## src/rtl/xcvr_pkg.sv

```systemverilog
package xcvr_pkg;
  typedef enum logic [1:0] {
    DRV_NONE = 2'b00,
    DRV_A    = 2'b01,
    DRV_B    = 2'b10
  } drive_e;

  localparam int unsigned NUM_DIR = 2;
  localparam int unsigned DIR_AB  = 0;
  localparam int unsigned DIR_BA  = 1;
endpackage

```

## src/rtl/bus_capture_reg.sv

```systemverilog
module bus_capture_reg #(
  parameter int unsigned W = 8
) (
  input  logic         clk_i,
  input  logic         rst_ni,
  input  logic         strobe_i,
  input  logic [W-1:0] d_i,
  output logic [W-1:0] q_o
);
  logic         strobe_q;
  logic         load;
  logic [W-1:0] word_q;

  assign load = strobe_i & ~strobe_q;

  always_ff @(posedge clk_i or negedge rst_ni) begin
    if (!rst_ni) begin
      strobe_q <= 1'b0;
      word_q   <= '0;
    end else begin
      strobe_q <= strobe_i;
      if (load) word_q <= d_i;
    end
  end

  assign q_o = word_q;

  // a rising capture line loads the bus word
  p_capture_r1: assert property (@(posedge clk_i) disable iff (!rst_ni)
    (strobe_i && !strobe_q) |=> (q_o == $past(d_i)));

  // a steady capture line keeps the word
  p_hold_r3: assert property (@(posedge clk_i) disable iff (!rst_ni)
    !(strobe_i && !strobe_q) |=> $stable(q_o));
endmodule

```

## src/rtl/xcvr_dir_ctrl.sv

```systemverilog
module xcvr_dir_ctrl
  import xcvr_pkg::*;
(
  input  logic   oe_ni,
  input  logic   dir_i,
  output drive_e drive_o
);
  always_comb begin
    if (oe_ni)      drive_o = DRV_NONE;
    else if (dir_i) drive_o = DRV_B;
    else            drive_o = DRV_A;
  end
endmodule

```

## src/rtl/xcvr_out_mux.sv

```systemverilog
module xcvr_out_mux #(
  parameter int unsigned W = 8
) (
  input  logic         en_i,
  input  logic         sel_i,
  input  logic [W-1:0] live_i,
  input  logic [W-1:0] stored_i,
  output logic [W-1:0] out_o
);
  always_comb begin
    if (!en_i)     out_o = '0;
    else if (sel_i) out_o = stored_i;
    else            out_o = live_i;
  end
endmodule

```

## src/rtl/bus_xcvr_reg.sv

```systemverilog
module bus_xcvr_reg
  import xcvr_pkg::*;
#(
  parameter int unsigned W = 8
) (
  input  logic         clk_i,
  input  logic         rst_ni,
  input  logic         oe_ni,
  input  logic         dir_i,
  input  logic         sel_ab_i,
  input  logic         sel_ba_i,
  input  logic         cap_ab_i,
  input  logic         cap_ba_i,
  input  logic [W-1:0] a_i,
  output logic [W-1:0] a_o,
  output logic         a_oe_o,
  input  logic [W-1:0] b_i,
  output logic [W-1:0] b_o,
  output logic         b_oe_o
);
  logic [NUM_DIR-1:0] strobe;
  logic [W-1:0]       din   [NUM_DIR];
  logic [W-1:0]       store [NUM_DIR];
  drive_e             drive;

  assign strobe[DIR_AB] = cap_ab_i;
  assign strobe[DIR_BA] = cap_ba_i;
  assign din[DIR_AB]    = a_i;
  assign din[DIR_BA]    = b_i;

  for (genvar d = 0; d < NUM_DIR; d++) begin : g_dir
    bus_capture_reg #(.W(W)) u_reg (
      .clk_i    (clk_i),
      .rst_ni   (rst_ni),
      .strobe_i (strobe[d]),
      .d_i      (din[d]),
      .q_o      (store[d])
    );
  end

  xcvr_dir_ctrl u_ctrl (
    .oe_ni   (oe_ni),
    .dir_i   (dir_i),
    .drive_o (drive)
  );

  assign a_oe_o = (drive == DRV_A);
  assign b_oe_o = (drive == DRV_B);

  xcvr_out_mux #(.W(W)) u_mux_a (
    .en_i     (a_oe_o),
    .sel_i    (sel_ba_i),
    .live_i   (b_i),
    .stored_i (store[DIR_BA]),
    .out_o    (a_o)
  );

  xcvr_out_mux #(.W(W)) u_mux_b (
    .en_i     (b_oe_o),
    .sel_i    (sel_ab_i),
    .live_i   (a_i),
    .stored_i (store[DIR_AB]),
    .out_o    (b_o)
  );

  p_one_side_r10: assert property (@(posedge clk_i) disable iff (!rst_ni)
    !(a_oe_o && b_oe_o));

  p_isolate_r5: assert property (@(posedge clk_i) disable iff (!rst_ni)
    oe_ni |-> (!a_oe_o && !b_oe_o && a_o == '0 && b_o == '0));

  p_live_a_r8: assert property (@(posedge clk_i) disable iff (!rst_ni)
    (a_oe_o && !sel_ba_i) |-> (a_o == b_i));

  p_live_b_r9: assert property (@(posedge clk_i) disable iff (!rst_ni)
    (b_oe_o && !sel_ab_i) |-> (b_o == a_i));

  p_stored_b_r9: assert property (@(posedge clk_i) disable iff (!rst_ni)
    (b_oe_o && sel_ab_i && $past(b_oe_o && sel_ab_i) && $stable(store[DIR_AB]))
      |-> $stable(b_o));
endmodule

```

## config.mk

```make
export PLATFORM = sky130hd
export DESIGN_NAME = bus_xcvr_reg
export DESIGN_NICKNAME = d
export VERILOG_FILES = /design/src/rtl/xcvr_pkg.sv /design/src/rtl/bus_capture_reg.sv /design/src/rtl/xcvr_dir_ctrl.sv /design/src/rtl/xcvr_out_mux.sv /design/src/rtl/bus_xcvr_reg.sv
export SDC_FILE = /design/constraint.sdc
export NUM_CORES = 1
export LEC_CHECK = 0
export BUFFER_PORTS_ARGS = -buffer_cell sky130_fd_sc_hd__buf_2
export CAP_MARGIN = 20
export CORE_ASPECT_RATIO = 1.5
export CORE_MARGIN = 1.5
export CORE_UTILIZATION = 40
export CTS_BUF_LIST = sky130_fd_sc_hd__clkbuf_16
export DETAILED_ROUTE_END_ITERATION = 7
export GPL_ROUTABILITY_DRIVEN = 0
export PLACE_DENSITY = 0.81
export SLEW_MARGIN = 10
export SYNTH_ARGS = -nofsm -noshare
export SYNTH_HDL_FRONTEND = slang
export SYNTH_SLANG_ARGS = --single-unit
```

## constraint.sdc

```tcl
create_clock -name clk_i -period 1.05 [get_ports clk_i]
set_input_delay 0.1575 -clock clk_i [delete_from_list [all_inputs] [get_ports clk_i]]
set_output_delay 0.1575 -clock clk_i [all_outputs]
set_load 0.05 [all_outputs]
```

==> impl_metrics.csv, run 1 <==
group,metric,value,unit
outcome,status,"finished with violations",
outcome,violations,"setup timing",
flow_run,drv_cap,0,
routing,vias_per_cell,5.05,
routing,vias,772,
global_routing,grt_pass1_vias,797,
critical_path,crit_start,"g_dir[1].u_reg.q_o[4]$_DFFE_PN0P_",
floorplan,num_rows,22,
critical_path,rr_worst_depth,2,
cts,h-tree-depth,1,
power,clkPwrFrac,32.4,%
timing,worst_slack,-0.149,ns
synthesis,yosysTopAreaCell,"dfrtp_1",
synthesis,synth.area.top_cells,"dfrtp_1 (45%), mux2_4 (24%), mux2i_1 (16%)",
floorplan,start_util,41.3,%
timing,max_slew.worst_pin.slew,0.402,ns
synthesis,synth_seq_cells,18,
power,p_comb_share,30.8,%
cts,numCtsBuffers,3,
routing,dr_wl_met2,1.19,mm
worst_hold_path,min_from,"cap_ab_i",
global_routing,antenna_found_initial,0,
routing,postRouteAntennaNets,0,
critical_path,cp.required,0.89,ns
critical_path,r2r_start,"g_dir[1].u_reg.strobe_q$_DFF_PN0_",
synthesis,seq_area_frac_synth,45.1,%
power,ir_drop,1.07,mV
critical_path,reg2reg_slack,0.02,ns
power,seq_power_share,36.8,%
floorplan,pin_count,42,
routing,firstDrtPassIters,4,
critical_path,critPathCapture,"a_o[4]",
routing,post-route-drc-count,0,
critical_path,critPathLaunchType,"flop",
timing,finalClockSkew,0.00120,ns
cts,cts.clk_slew.worst_paths,0.05,ns
timing,finalSetupViolations,16,
placed_design,hpwlAfterDp,1.42,mm
final_layout,post-route-util,63.0,%
power,power_leakage,0.810,nW
synthesis,syn_nets,102,
timing,rsz0062_at_grt,"true",
timing,slew_viol_final,0,
floorplan,die_h,64.2,µm
cts,root_buffer,"clkbuf_16",
routing,drtIter0Drc,12,
timing,finalHoldViolations,0,
timing,fin_crit,1.20,ns
global_routing,grt_pass1_wl,3.51,mm
final_layout,multiInputGateArea,543,µm²
cts,numClockSinks,18,
critical_path,r2r_end,"g_dir[1].u_reg.q_o[3]$_DFFE_PN0P_",
power,sw_frac_of_total,27.3,%
critical_path,end_kind,"output pin",
timing,max_slew_margin,73.2,%
critical_path,critical_path_arrival,1.04,ns
timing,hold_slack,0.0668,ns
synthesis,synth_cell_type_count,11,
routing,post_drt_wl_per_cell,14.1,µm
final_layout,ff_latch_area,450,µm²
power,switchingPower,0.623,mW
synthesis,syn_area,1000,µm²
global_routing,grt-ovfl-total,0,
placed_design,place.port_buffers,41,
global_routing,grt_max_degree,19,
global_routing,grtUsageTotal,16.3,%
cts,cts_buffer_depth,2,
critical_path,critical_path_class,"reg2out",
critical_path,critPathMaxFanout,2,
synthesis,synth_top_area_share,45.1,%
floorplan,core,2420,µm²
floorplan,dieArea,2810,µm²
final_layout,diodes,0,
routing,routed.top_layer,"met4",
cts,cts_tree,"done",
floorplan,die_w,43.8,µm
routing,met3_length,101,µm
worst_hold_path,hold_class,"in2reg",
routing,wl,2.16,mm
synthesis,synth_area_per_cell,12.8,µm²
synthesis,synth_cells,78,
final_layout,nets,154,
final_layout,area_delta_synth_final,52.6,%
power,p_per_area,1500,nW/µm²
placed_design,post-place-ws,-0.177,ns
cts,insertion_delay,0.24,ns
routing,wl_met1,843,µm
synthesis,yosysWarnings,0,
final_layout,fillers,202,
timing,finalCritPeriodShare,114,%
timing,fmax,834,MHz
power,p_int,1.66,mW
final_layout,drive_gt1_share,69.8,%
[worst max-delay path, cell delays in order, from the launching register on]
cell     delay [ns]
dfrtp_1        0.37
mux2i_1        0.21
nor2_2         0.06
buf_6          0.15
[cells in the final DEF (no fill, tap or decap), drive strengths merged]
master / instances
inv: 2
mux2: 16
dfrtp: 18
clkbuf: 4
clkinv: 1
nand2b: 3
mux2i: 16
dlygate4sd3: 1
buf: 51
or2: 1
nor2: 16
[power groups by stage]
stage | logic, mW | registers [mW] | clock network (mW)
after floorplan | 0.436 | 0.836 | 0
after global placement | 0.548 | 0.843 | 0
after detailed placement | 0.562 | 0.849 | 0
after CTS | 0.656 | 0.839 | 0.757
after global routing | 0.746 | 0.851 | 0.799
final | 0.704 | 0.841 | 0.741
[final cells by class]
class                           instances  share of cell area (%)
Sequential cell                        18                    29.5
Inverter                                2                   0.492
Tap cell                               24                    1.97
Multi-Input combinational cell         52                    35.6
Timing Repair Buffer                   53                    27.2
Clock inverter                          1                   0.246
Clock buffer                            3                    4.92
[per-layer routing]
metal  GRT usage (%)  vias to the layer above
met5               0                        -
met2            30.3                       31
met3            2.54                        2
li1                -                      365
met4            4.55                        0
met1            18.3                      374
[cells in the mapped netlist]
cell type / n
or2_1: 1
mux2_4: 16
dfrtp_1: 18
mux2i_1: 16
inv_1: 2
nand2b_1: 1
buf_2: 3
buf_6: 2
nand2b_4: 2
nor2_1: 16
clkbuf_1: 1
[worst min path at each step]
| stage | cells after the start | end | slack [ns] |
|---|---|---|---|
| global route | 1 | g_dir[0].u_reg.strobe_q$_DFF_PN0_ | 0.06 |
| floorplan | 0 | g_dir[0].u_reg.q_o[0]$_DFFE_PN0P_ | -0.14 |
| finish | 1 | g_dir[0].u_reg.strobe_q$_DFF_PN0_ | 0.07 |
| global placement | 1 | g_dir[1].u_reg.q_o[6]$_DFFE_PN0P_ | 0.1 |
| CTS | 1 | g_dir[0].u_reg.strobe_q$_DFF_PN0_ | 0.07 |
| detailed placement | 1 | g_dir[1].u_reg.q_o[0]$_DFFE_PN0P_ | 0.11 |
[what timing repair did]
action	CTS	global route
buffers inserted	4	6
setup endpoints to repair	18	19
gates resized for setup	34	1
pin swaps	0	1
hold buffers	1	0
hold endpoints to repair	18	0
[flip-flops by register name, indices dropped and copies added, names as in the netlist]
register / cells
g_dir.u_reg.strobe_q: 2
g_dir.u_reg.q_o: 16
[logic make-up after synthesis]
logic type / Yosys count / synth area share (%)
muxes: 32 / 40.0
and+or+nand+nor: 20 / 10.0
DFF: 18 / 45.1
buffers and inverters: 8 / 4.88
[stage by stage]
step / std cells / power [mW] / instance area, µm² / setup TNS (ns)
after global routing: 153 / 2.40 / 1530 / -2.42
after detailed placement: 138 / 1.41 / 1250 / -1.84
after CTS: 147 / 2.25 / 1480 / -1.74
final: 153 / 2.29 / 1530 / -1.64
after floorplan: 78 / 1.27 / 1040 / -1.74
after global placement: 138 / 1.39 / 1250 / -1.66
(Power assumes the default switching activity.)
==> run 2: changes to the inputs <==
CORE_ASPECT_RATIO = 0.9   (was 1.5)
HOLD_SLACK_MARGIN = 0.05   (was default)
==> impl_metrics.csv, run 2 (same netlist as run 1, synthesis figures left out) <==
group,metric,value,unit
floorplan,num_rows,16,
final_layout,diodes,0,
power,switchingPower,0.638,mW
global_routing,antenna_found_initial,0,
power,sw_frac_of_total,27.7,%
outcome,status,"finished with violations",
power,p_int,1.67,mW
floorplan,start_util,44.2,%
cts,cts_buffer_depth,2,
routing,wl,2.26,mm
global_routing,grt_pass1_vias,855,
final_layout,final_cell_mix,"buf_2 (23), dfrtp_1 (18), nor2_2 (16), mux2_4 (16), buf_6 (16)",
routing,drtIter0Drc,19,
flow_run,drv_cap,0,
outcome,violations,"setup timing",
cts,cts.clk_slew.worst_paths,0.05,ns
floorplan,die_h,50.4,µm
timing,fin_crit,1.19,ns
timing,fmax,841,MHz
timing,hold_slack,0.0671,ns
routing,vias_per_cell,4.89,
cts,root_buffer,"clkbuf_16",
global_routing,grt_max_degree,19,
floorplan,pin_count,42,
routing,post-route-drc-count,0,
power,ir_drop,1.05,mV
final_layout,nets,154,
timing,max_slew.worst_pin.slew,0.406,ns
routing,postRouteAntennaNets,0,
placed_design,place.port_buffers,41,
cts,numCtsBuffers,3,
routing,firstDrtPassIters,4,
power,clkPwrFrac,32.6,%
final_layout,fillers,174,
floorplan,core,2260,µm²
global_routing,grtUsageTotal,17.9,%
placed_design,hpwlAfterDp,1.40,mm
critical_path,critical_path_class,"reg2out",
critical_path,critPathLaunchType,"flop",
timing,finalHoldViolations,0,
final_layout,largest_reg_flops,16,
routing,vias,763,
critical_path,critical_path_arrival,1.03,ns
final_layout,drive_gt1_share,70.5,%
routing,post_drt_wl_per_cell,14.5,µm
power,power_leakage,0.809,nW
power,p_per_area,1500,nW/µm²
floorplan,die_w,55.7,µm
timing,finalCritPeriodShare,113,%
critical_path,end_kind,"output pin",
floorplan,dieArea,2810,µm²
timing,finalSetupViolations,16,
power,p_comb_share,30.8,%
worst_hold_path,hold_class,"in2reg",
final_layout,post-route-util,67.8,%
final_layout,layout_commonest_cell,"buf_2",
final_layout,area_delta_synth_final,53.3,%
cts,h-tree-depth,1,
critical_path,cp.required,0.89,ns
timing,max_slew_margin,72.9,%
timing,slew_viol_final,0,
cts,insertion_delay,0.25,ns
timing,finalClockSkew,0.00362,ns
critical_path,critPathMaxFanout,2,
cts,numClockSinks,18,
timing,worst_slack,-0.140,ns
global_routing,grt-ovfl-total,0,
global_routing,grt_pass1_wl,3.93,mm
timing,rsz0062_at_grt,"true",
power,seq_power_share,36.6,%
cts,cts_tree,"done",
-- run 2: cell counts in the layout (fill, tap and decap cells not counted) --
Identical to the previous run, type by type.
-- run 2: metrics by stage --
stage / instance area [µm²] / std cells / total power [mW] / setup TNS (ns) / setup WS, ns
finish: 1530 / 156 / 2.30 / -1.78 / -0.140
global route: 1530 / 156 / 2.41 / -2.57 / -0.197
CTS: 1480 / 150 / 2.26 / -1.74 / -0.146
detailed placement: 1260 / 141 / 1.41 / -1.96 / -0.209
global placement: 1260 / 141 / 1.39 / -1.82 / -0.183
floorplan: 1040 / 78 / 1.27 / -1.74 / -0.107
-- run 2: cell type report --
type / count / area (µm²) / area share [%]
clock buffers: 3 / 75.1 / 4.90
clock inverters: 1 / 3.75 / 0.245
inverters: 2 / 7.51 / 0.490
multi-input cells: 52 / 547 / 35.7
flip-flops and latches: 18 / 450 / 29.4
well taps: 27 / 33.8 / 2.20
repair buffers: 53 / 415 / 27.1
-- run 2: metal layers --
| metal | GRT usage (%) | part of all wire [%] |
|---|---|---|
| met5 | 0 | 0 |
| met4 | 3.66 | 0.22 |
| met3 | 4.38 | 6.6 |
| met2 | 32.5 | 53 |
| met1 | 21.6 | 40 |
-- run 2: final timing paths --
path | slack, ns | from | endpoint | cells past startpoint
worst max-delay path | -0.14 | g_dir[0].u_reg.q_o[6]$_DFFE_PN0P_ | b_o[6] | 3
worst min-delay path | 0.07 | cap_ba_i | g_dir[1].u_reg.strobe_q$_DFF_PN0_ | 1
worst max register to register | 0.04 | g_dir[1].u_reg.strobe_q$_DFF_PN0_ | g_dir[1].u_reg.q_o[3]$_DFFE_PN0P_ | 2
worst min register to register | 0.51 | g_dir[1].u_reg.q_o[3]$_DFFE_PN0P_ | g_dir[1].u_reg.q_o[3]$_DFFE_PN0P_ | 1
max in group asynchronous | 0.38 | rst_ni | g_dir[1].u_reg.strobe_q$_DFF_PN0_ | 2
min in group asynchronous | 0.38 | rst_ni | g_dir[1].u_reg.q_o[1]$_DFFE_PN0P_ | 2
-- run 2: power groups by stage --
stage | sequential [mW] | clock [mW] | combinational (mW)
2_1_floorplan | 0.836 | 0 | 0.436
3_3_place_gp | 0.845 | 0 | 0.548
3_5_place_dp | 0.851 | 0 | 0.559
4_1_cts | 0.841 | 0.769 | 0.655
5_1_grt | 0.854 | 0.802 | 0.754
6_report | 0.843 | 0.751 | 0.709
-- run 2: worst max-delay path, cell delays in order (launching register included) --
cell and delay [ns]:
dfrtp_1 0.38, mux2i_1 0.20, nor2_2 0.06, buf_6 0.15
-- run 2: timing repair --
action                                 4_1_cts  5_1_grt
buffers inserted                             4        6
pin swaps                                    0        1
hold buffers                                 1        0
gates resized for setup                     34        2
endpoints found under the hold margin       18        0
setup endpoints to repair                   17       17
==> run 3: changes to the inputs <==
CTS_BUF_LIST = sky130_fd_sc_hd__clkbuf_4 sky130_fd_sc_hd__clkbuf_8   (was sky130_fd_sc_hd__clkbuf_16)
==> impl_metrics.csv, run 3 (same netlist as run 1, synthesis figures left out) <==
group,metric,value,unit
outcome,status,"finished with violations",
outcome,violations,"setup timing",
floorplan,die_w,55.7,µm
global_routing,grt_max_degree,19,
timing,max_slew_margin,73.3,%
routing,met3_length,151,µm
final_layout,drive_gt1_share,69.8,%
routing,post_drt_wl_per_cell,13.9,µm
final_layout,ff_latch_area,450,µm²
routing,firstDrtPassIters,2,
timing,slew_viol_final,0,
final_layout,area_delta_synth_final,49.6,%
routing,post-route-drc-count,0,
floorplan,core,2260,µm²
timing,fin_crit,1.25,ns
routing,wl_met1,911,µm
power,finalPower,1.95,mW
power,p_per_area,1300,nW/µm²
cts,root_buffer,"clkbuf_4",
critical_path,critPathLaunchType,"flop",
global_routing,grt_pass1_wl,3.77,mm
routing,postRouteAntennaNets,0,
critical_path,critical_path_arrival,1.09,ns
floorplan,dieArea,2810,µm²
timing,rsz0062_at_grt,"true",
global_routing,antenna_found_initial,0,
floorplan,num_rows,16,
placed_design,place.port_buffers,41,
final_layout,diodes,0,
critical_path,critPathMaxFanout,2,
timing,fmax,801,MHz
timing,finalSetupViolations,16,
critical_path,cp.required,0.89,ns
timing,setup_tns,-2.65,ns
cts,h-tree-depth,1,
final_layout,fillers,183,
cts,cts_tree,"done",
critical_path,critical_path_class,"reg2out",
floorplan,start_util,44.2,%
final_layout,largest_reg_flops,16,
cts,numCtsBuffers,3,
placed_design,dp_cells,141,
power,ir_drop,1.02,mV
global_routing,grt-ovfl-total,0,
global_routing,grtUsageTotal,16.9,%
placed_design,hpwlAfterDp,1.40,mm
placed_design,post-place-ws,-0.209,ns
floorplan,pin_count,42,
routing,drtIter0Drc,6,
cts,insertion_delay,0.28,ns
floorplan,die_h,50.4,µm
flow_run,drv_cap,0,
global_routing,grt_pass1_vias,856,
cts,cts_buffer_depth,2,
final_layout,multiInputGateArea,547,µm²
routing,wl,2.16,mm
final_layout,layout_commonest_cell,"buf_2",
final_layout,finalNonFillerCells,156,
routing,routed.top_layer,"met3",
routing,dr_wl_met2,1.10,mm
final_layout,final_cell_mix,"buf_2 (23), dfrtp_1 (18), nor2_2 (16), mux2_4 (16), buf_6 (16)",
timing,max_slew.worst_pin.slew,0.400,ns
cts,numClockSinks,18,
routing,vias_per_cell,4.85,
critical_path,end_kind,"output pin",
timing,finalClockSkew,0.00207,ns
timing,finalHoldViolations,0,
timing,finalCritPeriodShare,119,%
routing,vias,757,
final_layout,nets,154,
worst_hold_path,hold_class,"in2reg",
timing,worst_slack,-0.199,ns
power,power_leakage,0.790,nW
cts,cts.clk_slew.worst_paths,0.10,ns
-- run 3: final timing paths --
path                                                   startpoint                                end  slack [ns]  cells past startpoint
worst max-delay path            g_dir[0].u_reg.q_o[6]$_DFFE_PN0P_                             b_o[6]       -0.20                      3
worst min-delay path                                       a_i[4]  g_dir[0].u_reg.q_o[4]$_DFFE_PN0P_        0.11                      2
worst max register to register  g_dir[1].u_reg.strobe_q$_DFF_PN0_  g_dir[1].u_reg.q_o[0]$_DFFE_PN0P_        0.03                      2
worst min register to register  g_dir[1].u_reg.q_o[3]$_DFFE_PN0P_  g_dir[1].u_reg.q_o[3]$_DFFE_PN0P_        0.52                      1
max in group asynchronous                                  rst_ni  g_dir[1].u_reg.q_o[3]$_DFFE_PN0P_        0.44                      2
min in group asynchronous                                  rst_ni  g_dir[1].u_reg.q_o[1]$_DFFE_PN0P_        0.32                      2
-- run 3: what timing repair did --
item,CTS,global route
hold buffers,3,0
endpoints found under the setup margin,17,24
resized for setup,34,2
pin swaps,0,1
endpoints found under the hold margin,20,0
buffers inserted,3,5
-- run 3: critical path, cell delays in order (launching register included) --
cell and delay (ns):
dfrtp_1 0.40, mux2i_1 0.20, nor2_2 0.06, buf_6 0.15
-- run 3: layout make-up --
class,count,area share [%]
clock buffer,4,2.43
inverter,2,0.502
multi-input combinational,52,36.6
sequential,18,30.1
tap,27,2.26
timing repair buffer,53,28.1
-- run 3: power by group --
part | total (mW) | switching (mW) | internal (mW)
combinational | 0.693 | 0.332 | 0.361
sequential | 0.840 | 0.0527 | 0.787
clock | 0.417 | 0.206 | 0.211
-- run 3: stage by stage --
step,cell area (µm²),hold WS [ns],util (%)
after global routing,1500,0.0888,66.1
final,1500,0.108,66.1
after detailed placement,1260,0.111,55.6
after floorplan,1040,-0.138,-
after global placement,1260,0.101,55.6
after CTS,1450,0.0980,64.2
-- run 3: layer usage --
metal	global-route usage (%)	up-vias
met2	30.6	32
met5	0	-
li1	-	363
met3	5.15	0
met1	20.8	362
met4	1.22	0
